File: src/rtl/dbp_pkg.sv
package dbp_pkg;

  localparam int CONF_W = 2;
  typedef logic [CONF_W-1:0] conf_t;

  localparam conf_t CONF_MAX  = '1;
  localparam conf_t CONF_FILL = conf_t'(1);
  localparam conf_t CONF_PRED = conf_t'(2);

  function automatic conf_t conf_up(input conf_t c);
    return (c == CONF_MAX) ? c : c + conf_t'(1);
  endfunction

  function automatic conf_t conf_down(input conf_t c);
    return (c == '0) ? c : c - conf_t'(1);
  endfunction

endpackage

File: src/rtl/dbp_history.sv
module dbp_history #(
  parameter int NUM_FRAMES = 16,
  parameter int ADDR_W     = 16,
  parameter int PC_W       = 16,
  parameter int SIG_W      = 16,
  localparam int FRAME_W   = $clog2(NUM_FRAMES)
) (
  input  logic               clk,
  input  logic               rst,
  input  logic               acc_valid,
  input  logic [FRAME_W-1:0] acc_frame,
  input  logic               acc_miss,
  input  logic [ADDR_W-1:0]  acc_addr,
  input  logic [PC_W-1:0]    acc_pc,
  input  logic               set_fired,
  output logic               s1_valid,
  output logic [FRAME_W-1:0] s1_frame,
  output logic [SIG_W-1:0]   s1_sig,
  output logic               s1_lookup,
  output logic               s1_train,
  output logic [SIG_W-1:0]   s1_old_sig,
  output logic [ADDR_W-1:0]  s1_addr,
  output logic               s1_fired
);

  // per-frame signature storage, no reset (distributed RAM)
  logic [SIG_W-1:0]      sig_mem [NUM_FRAMES];
  logic [NUM_FRAMES-1:0] gen_open;
  logic [NUM_FRAMES-1:0] fired;

  logic [SIG_W-1:0] old_sig;
  logic             old_open;
  logic [SIG_W-1:0] new_sig;
  logic             upd;

  always_comb begin
    old_sig  = sig_mem[acc_frame];
    old_open = gen_open[acc_frame];
    if (acc_miss) new_sig = SIG_W'(acc_addr) + SIG_W'(acc_pc);
    else          new_sig = old_sig + SIG_W'(acc_pc);
    upd = acc_valid && (acc_miss || old_open);
  end

  always_ff @(posedge clk) begin
    if (upd) sig_mem[acc_frame] <= new_sig;
  end

  always_ff @(posedge clk) begin
    if (rst) begin
      gen_open <= '0;
      fired    <= '0;
    end else begin
      if (acc_valid && acc_miss) gen_open[acc_frame] <= 1'b1;
      if (set_fired) fired[s1_frame] <= 1'b1;
      // a newer miss to the same frame opens a fresh generation
      if (acc_valid && acc_miss) fired[acc_frame] <= 1'b0;
    end
  end

  always_ff @(posedge clk) begin
    if (rst) begin
      s1_valid   <= 1'b0;
      s1_frame   <= '0;
      s1_sig     <= '0;
      s1_lookup  <= 1'b0;
      s1_train   <= 1'b0;
      s1_old_sig <= '0;
      s1_addr    <= '0;
    end else begin
      s1_valid   <= acc_valid;
      s1_frame   <= acc_frame;
      s1_sig     <= new_sig;
      s1_lookup  <= upd;
      s1_train   <= acc_valid && acc_miss && old_open;
      s1_old_sig <= old_sig;
      s1_addr    <= acc_addr;
    end
  end

  assign s1_fired = fired[s1_frame];

endmodule

File: src/rtl/dbp_corr_table.sv
module dbp_corr_table
  import dbp_pkg::*;
#(
  parameter int SIG_W  = 16,
  parameter int ADDR_W = 16,
  parameter int IDX_W  = 6,
  localparam int ENTRIES = 1 << IDX_W,
  localparam int TAG_W   = SIG_W - IDX_W
) (
  input  logic              clk,
  input  logic              rst,
  input  logic              train_en,
  input  logic [SIG_W-1:0]  train_sig,
  input  logic [ADDR_W-1:0] train_addr,
  input  logic [SIG_W-1:0]  look_sig,
  output logic              look_hit,
  output logic [ADDR_W-1:0] look_addr
);

  logic [TAG_W-1:0]  tag_mem  [ENTRIES];
  logic [ADDR_W-1:0] addr_mem [ENTRIES];
  conf_t             conf_mem [ENTRIES];
  logic [ENTRIES-1:0] ent_vld;

  logic [IDX_W-1:0] lk_idx, tr_idx;
  logic [TAG_W-1:0] lk_tag, tr_tag;
  logic             tr_present;
  logic             tr_same;
  conf_t            tr_conf;

  always_comb begin
    lk_idx = look_sig[IDX_W-1:0];
    lk_tag = look_sig[SIG_W-1:IDX_W];
    tr_idx = train_sig[IDX_W-1:0];
    tr_tag = train_sig[SIG_W-1:IDX_W];

    look_hit  = ent_vld[lk_idx] && (tag_mem[lk_idx] == lk_tag) &&
                (conf_mem[lk_idx] >= CONF_PRED);
    look_addr = addr_mem[lk_idx];

    tr_present = ent_vld[tr_idx] && (tag_mem[tr_idx] == tr_tag);
    tr_same    = addr_mem[tr_idx] == train_addr;
    tr_conf    = conf_mem[tr_idx];
  end

  always_ff @(posedge clk) begin
    if (train_en) begin
      tag_mem[tr_idx] <= tr_tag;
      if (!tr_present) begin
        addr_mem[tr_idx] <= train_addr;
        conf_mem[tr_idx] <= CONF_FILL;
      end else if (tr_same) begin
        conf_mem[tr_idx] <= conf_up(tr_conf);
      end else if (tr_conf == '0) begin
        addr_mem[tr_idx] <= train_addr;
        conf_mem[tr_idx] <= CONF_FILL;
      end else begin
        conf_mem[tr_idx] <= conf_down(tr_conf);
      end
    end
  end

  always_ff @(posedge clk) begin
    if (rst)           ent_vld         <= '0;
    else if (train_en) ent_vld[tr_idx] <= 1'b1;
  end

endmodule

File: src/rtl/dead_block_prefetcher.sv
module dead_block_prefetcher #(
  parameter int NUM_FRAMES = 16,
  parameter int ADDR_W     = 16,
  parameter int PC_W       = 16,
  parameter int SIG_W      = 16,
  parameter int CT_IDX_W   = 6
) (
  input  logic                          clk,
  input  logic                          rst,
  input  logic                          acc_valid,
  input  logic [$clog2(NUM_FRAMES)-1:0] acc_frame,
  input  logic                          acc_miss,
  input  logic [ADDR_W-1:0]             acc_addr,
  input  logic [PC_W-1:0]               acc_pc,
  output logic                          pf_valid,
  output logic [$clog2(NUM_FRAMES)-1:0] pf_frame,
  output logic [ADDR_W-1:0]             pf_addr
);

  localparam int FRAME_W = $clog2(NUM_FRAMES);

  logic               s1_valid, s1_lookup, s1_train, s1_fired;
  logic [FRAME_W-1:0] s1_frame;
  logic [SIG_W-1:0]   s1_sig, s1_old_sig;
  logic [ADDR_W-1:0]  s1_addr;
  logic               ct_hit;
  logic [ADDR_W-1:0]  ct_addr;
  logic               predict;

  dbp_history #(
    .NUM_FRAMES(NUM_FRAMES), .ADDR_W(ADDR_W), .PC_W(PC_W), .SIG_W(SIG_W)
  ) u_hist (
    .clk(clk), .rst(rst),
    .acc_valid(acc_valid), .acc_frame(acc_frame), .acc_miss(acc_miss),
    .acc_addr(acc_addr), .acc_pc(acc_pc),
    .set_fired(predict),
    .s1_valid(s1_valid), .s1_frame(s1_frame), .s1_sig(s1_sig),
    .s1_lookup(s1_lookup), .s1_train(s1_train), .s1_old_sig(s1_old_sig),
    .s1_addr(s1_addr), .s1_fired(s1_fired)
  );

  dbp_corr_table #(
    .SIG_W(SIG_W), .ADDR_W(ADDR_W), .IDX_W(CT_IDX_W)
  ) u_ct (
    .clk(clk), .rst(rst),
    .train_en(s1_train), .train_sig(s1_old_sig), .train_addr(s1_addr),
    .look_sig(s1_sig), .look_hit(ct_hit), .look_addr(ct_addr)
  );

  assign predict = s1_valid && s1_lookup && ct_hit && !s1_fired;

  always_ff @(posedge clk) begin
    if (rst) begin
      pf_valid <= 1'b0;
      pf_frame <= '0;
      pf_addr  <= '0;
    end else begin
      pf_valid <= predict;
      if (predict) begin
        pf_frame <= s1_frame;
        pf_addr  <= ct_addr;
      end
    end
  end

endmodule

File: config.mk
export PLATFORM = sky130hd
export DESIGN_NAME = dead_block_prefetcher
export DESIGN_NICKNAME = d
export VERILOG_FILES = /design/src/rtl/dbp_pkg.sv /design/src/rtl/dbp_history.sv /design/src/rtl/dbp_corr_table.sv /design/src/rtl/dead_block_prefetcher.sv
export SDC_FILE = /design/constraint.sdc
export NUM_CORES = 2
export LEC_CHECK = 0
export BUFFER_PORTS_ARGS = -buffer_cell sky130_fd_sc_hd__buf_2
export CAP_MARGIN = 20
export CORE_ASPECT_RATIO = 1.2
export CORE_MARGIN = 2
export CORE_UTILIZATION = 50
export DETAILED_ROUTE_END_ITERATION = 10
export PLACE_DENSITY = 0.65
export SLEW_MARGIN = 20
export SYNTH_ARGS = -nofsm -noshare
export SYNTH_HDL_FRONTEND = slang
export SYNTH_SLANG_ARGS = --single-unit
export TNS_END_PERCENT = 20
File: constraint.sdc
create_clock -name clk -period 7.28 [get_ports clk]
set_input_delay 1.456 -clock clk [delete_from_list [all_inputs] [get_ports clk]]
set_output_delay 1.456 -clock clk [all_outputs]
set_load 0.1 [all_outputs]
==> results.py <==
metrics = {
    "outcome": {
        "status": "finished, final reports clean",
    },
    "floorplan": {
        "die_w_um": 414,
        "fp.dieH_um": 496,
        "core_area_um2": 200000,
        "row_count": 180,
        "num_io_pins": 61,
        "start_util_pct": 50.3,
        "die_area_um2": 205000,
    },
    "clock_tree": {
        "cts_setup_buffers": 0,
        "cts_max_path_buffers": 3,
        "numCtsBuffers": 214,
        "cts_resized": 0,
        "hold_buffers": 0,
        "cts.clk_slew.worst_paths_ns": 0.06,
        "clkSinkCount": 2220,
        "cts_root_buf": "clkbuf_16",
        "h-tree-depth": 4,
        "clk_latency_ns": 0.93,
        "cts_tree": "yes",
    },
    "power_and_ir_drop": {
        "p_per_area_nw_per_um2": 266,
        "total_power_uw": 30000,
        "p_leak_uw": 0.0355,
        "vdd_ir_drop_max_mv": 0.293,
    },
    "place": {
        "dp_hpwl_um": 223000,
        "gpl.final_weighted_congestion": 0.978,
        "portBuffers": 60,
        "dp.cells": 8373,
    },
    "cells_and_area": {
        "nets": 6007,
        "drive_gt1_share_pct": 31.3,
        "area.sequential_um2": 65000,
        "layout.cells.non_filler": 8793,
        "syn_to_final_growth_pct": 12.2,
        "multi_input_area_um2": 34000,
        "num-fill-cells": 15283,
    },
    "timing": {
        "maxSlewHeadroom_pct": 12.0,
        "hold_viol": 0,
        "rsz0062_at_grt": "false",
        "period_needed_ns": 6.73,
        "fin_crit_sh_pct": 92.5,
        "fin_setup_tns_ns": 0,
        "finalSetupViolCount": 0,
        "worstMarginPinSlew_ns": 1.28,
        "fmax_mhz": 148,
        "skew_ns": 0.0718,
        "drv_slew": 0,
    },
    "grt": {
        "grt_use_total_pct": 34.5,
        "gr-max-usage-layer": "met2",
        "grt-ovfl-total": 0,
        "grtUsageMet2_pct": 51.9,
        "grt_pass1_vias": 62431,
        "grt_pass1_wl_um": 489000,
        "use_met3_pct": 8.03,
        "grt_max_degree": 101,
        "grt_antenna_before_repair": 28,
        "grtUsageMet1_pct": 43.9,
    },
    "synthesis": {
        "netlist-cell-type-count": 86,
        "synthTopCellsByCount": "edfxtp_1 (2,048), mux4_2 (750), nor2_1 (362), mux2i_1 (234)",
        "netlist_area_um2": 101000,
        "postSynthNetCount": 5839,
        "yosysWarnings": 0,
        "synth_edf_count": 2048,
        "ys_async_sr_fraction_pct": 0,
        "ys.flop_type": "edfxtp_1",
        "synth-seq-cells": 2220,
        "yosysMostFrequentCell": "edfxtp_1",
        "ys_seq_area_share_pct": 64.5,
        "synth_top_cell_area_share_pct": 61.0,
        "syn_avg_cell_area_um2": 17.4,
        "syn_inst": 5783,
        "synth_top_area_cell": "edfxtp_1",
        "ys_top_cells_by_area": "edfxtp_1 (61%), mux4_2 (17%), dfxtp_1 (3.4%)",
    },
    "routing": {
        "avgRoutedWirePerCell_um": 40.4,
        "dr.pass1.iters": 9,
        "num_vias": 64105,
        "antenna_left": 0,
        "initialDrtViolationCount": 10799,
        "drt_wl_total_um": 355000,
        "drc": 0,
        "viasPerCell": 7.29,
    },
    "critical_path": {
        "worst_setup_path_end_kind": "flip-flop",
        "cp_data_arrival_time_ns": 7.34,
        "worst_setup_path_start_kind": "flip-flop",
        "required_ns": 7.88,
        "cp_max_fo": 42,
        "critical_path_class": "reg2reg",
    },
    "run": {
        "cap_viol_max_count": 0,
    },
    "min_path": {
        "min_path_type": "reg2reg",
    },
}
-- final timing paths --
check | start | end | slack (ns) | cells past startpoint
min reg2reg | u_hist.fired[15] | u_hist.fired[15] | 0.47 | 1
max | u_hist.s1_old_sig[1] | u_ct.addr_mem[46][10] | 0.55 | 13
min | u_hist.fired[15] | u_hist.fired[15] | 0.47 | 1
max reg2reg | u_hist.s1_old_sig[1] | u_ct.addr_mem[46][10] | 0.55 | 13
-- cells by family after synthesis --
| family | Yosys count | synth area share, % |
|---|---|---|
| AO/OA/AOI/OAI | 915 | 6.74 |
| XOR/XNOR | 49 | 0.426 |
| adder cells (fa/ha/maj) | 17 | 0.216 |
| buffers and inverters | 502 | 2.45 |
| flip-flops | 2220 | 64.5 |
| multiplexers | 1186 | 21.3 |
| AND/OR/NAND/NOR | 894 | 4.36 |
-- cell type report --
type	count	area share [%]
diodes	17	0.0376
clock buffers	284	5.17
clock inverters	118	1.11
inverters	17	0.0675
multi-input cells	3061	30.1
flip-flops and latches	2220	57.5
well taps	2639	2.92
repair buffers	437	3.08
-- routing by layer --
metal  part of all wire (%)  up-vias
met3                     12     1232
met5                  0.041        -
met1                     34    33099
met2                     45     5231
li1                       -    24519
met4                    8.8       24
-- layout by cell type (no fill, tap or decap), types with 22 or more instances in the layout --
cell type / n
dfxtp_1: 137
nor3_2: 66
xnor2_1: 27
mux4_2: 750
nor2_1: 341
o21ai_0: 90
nand2_1: 149
clkinv_2: 41
o22ai_1: 82
clkbuf_8: 22
clkbuf_16: 214
buf_4: 351
a211oi_1: 25
edfxtp_1: 2048
buf_2: 57
buf_12: 27
clkbuf_1: 48
a21oi_1: 120
mux2i_1: 234
mux2_2: 202
nand2b_1: 23
a221oi_1: 140
a31oi_1: 39
nand3_1: 47
o2bb2ai_1: 22
a22o_1: 51
a22oi_1: 138
a221o_1: 65
nand3b_1: 31
clkinv_1: 26
nor2b_1: 55
dfxtp_2: 26
-- state kept, by name (all words and copies together) (netlist names), 64 cells and up --
name	cells
u_ct.ent_vld	64
u_ct.conf_mem	128
u_ct.tag_mem	640
u_hist.sig_mem	256
u_ct.addr_mem	1024
-- report_power, final --
part | internal [µW] | leakage [µW] | switching (µW)
clock | 6280 | 0.00344 | 5030
sequential | 14100 | 0.0201 | 179
combinational | 1640 | 0.0120 | 2770
-- per-stage QoR --
| stage | cell area (µm²) | hold WS (ns) | worst slack (ns) | util [%] |
|---|---|---|---|---|
| global placement | 106000 | 0.445 | 0.956 | 52.8 |
| detailed placement | 106000 | 0.452 | 0.956 | 52.8 |
| floorplan | 101000 | 0.435 | 0.870 | - |
| CTS | 113000 | 0.466 | 0.922 | 56.3 |
| global route | 113000 | 0.472 | 0.651 | 56.4 |
| finish | 113000 | 0.467 | 0.545 | 56.4 |
-- worst max-delay path, stage by stage, from the launching register on --
cell and delay (ns):
dfxtp_4 0.96, nor2b_4 0.44, buf_4 0.38, a221o_1 0.40, a22oi_1 0.54, o2bb2ai_1 0.28, nor4b_1 0.55, xnor2_1 0.17
nor4_1 0.54, nand4_1 0.61, a31oi_4 0.53, buf_4 0.44, nor3_2 0.21, buf_4 0.26
No activity file was read; power rests on OpenSTA's default activity.
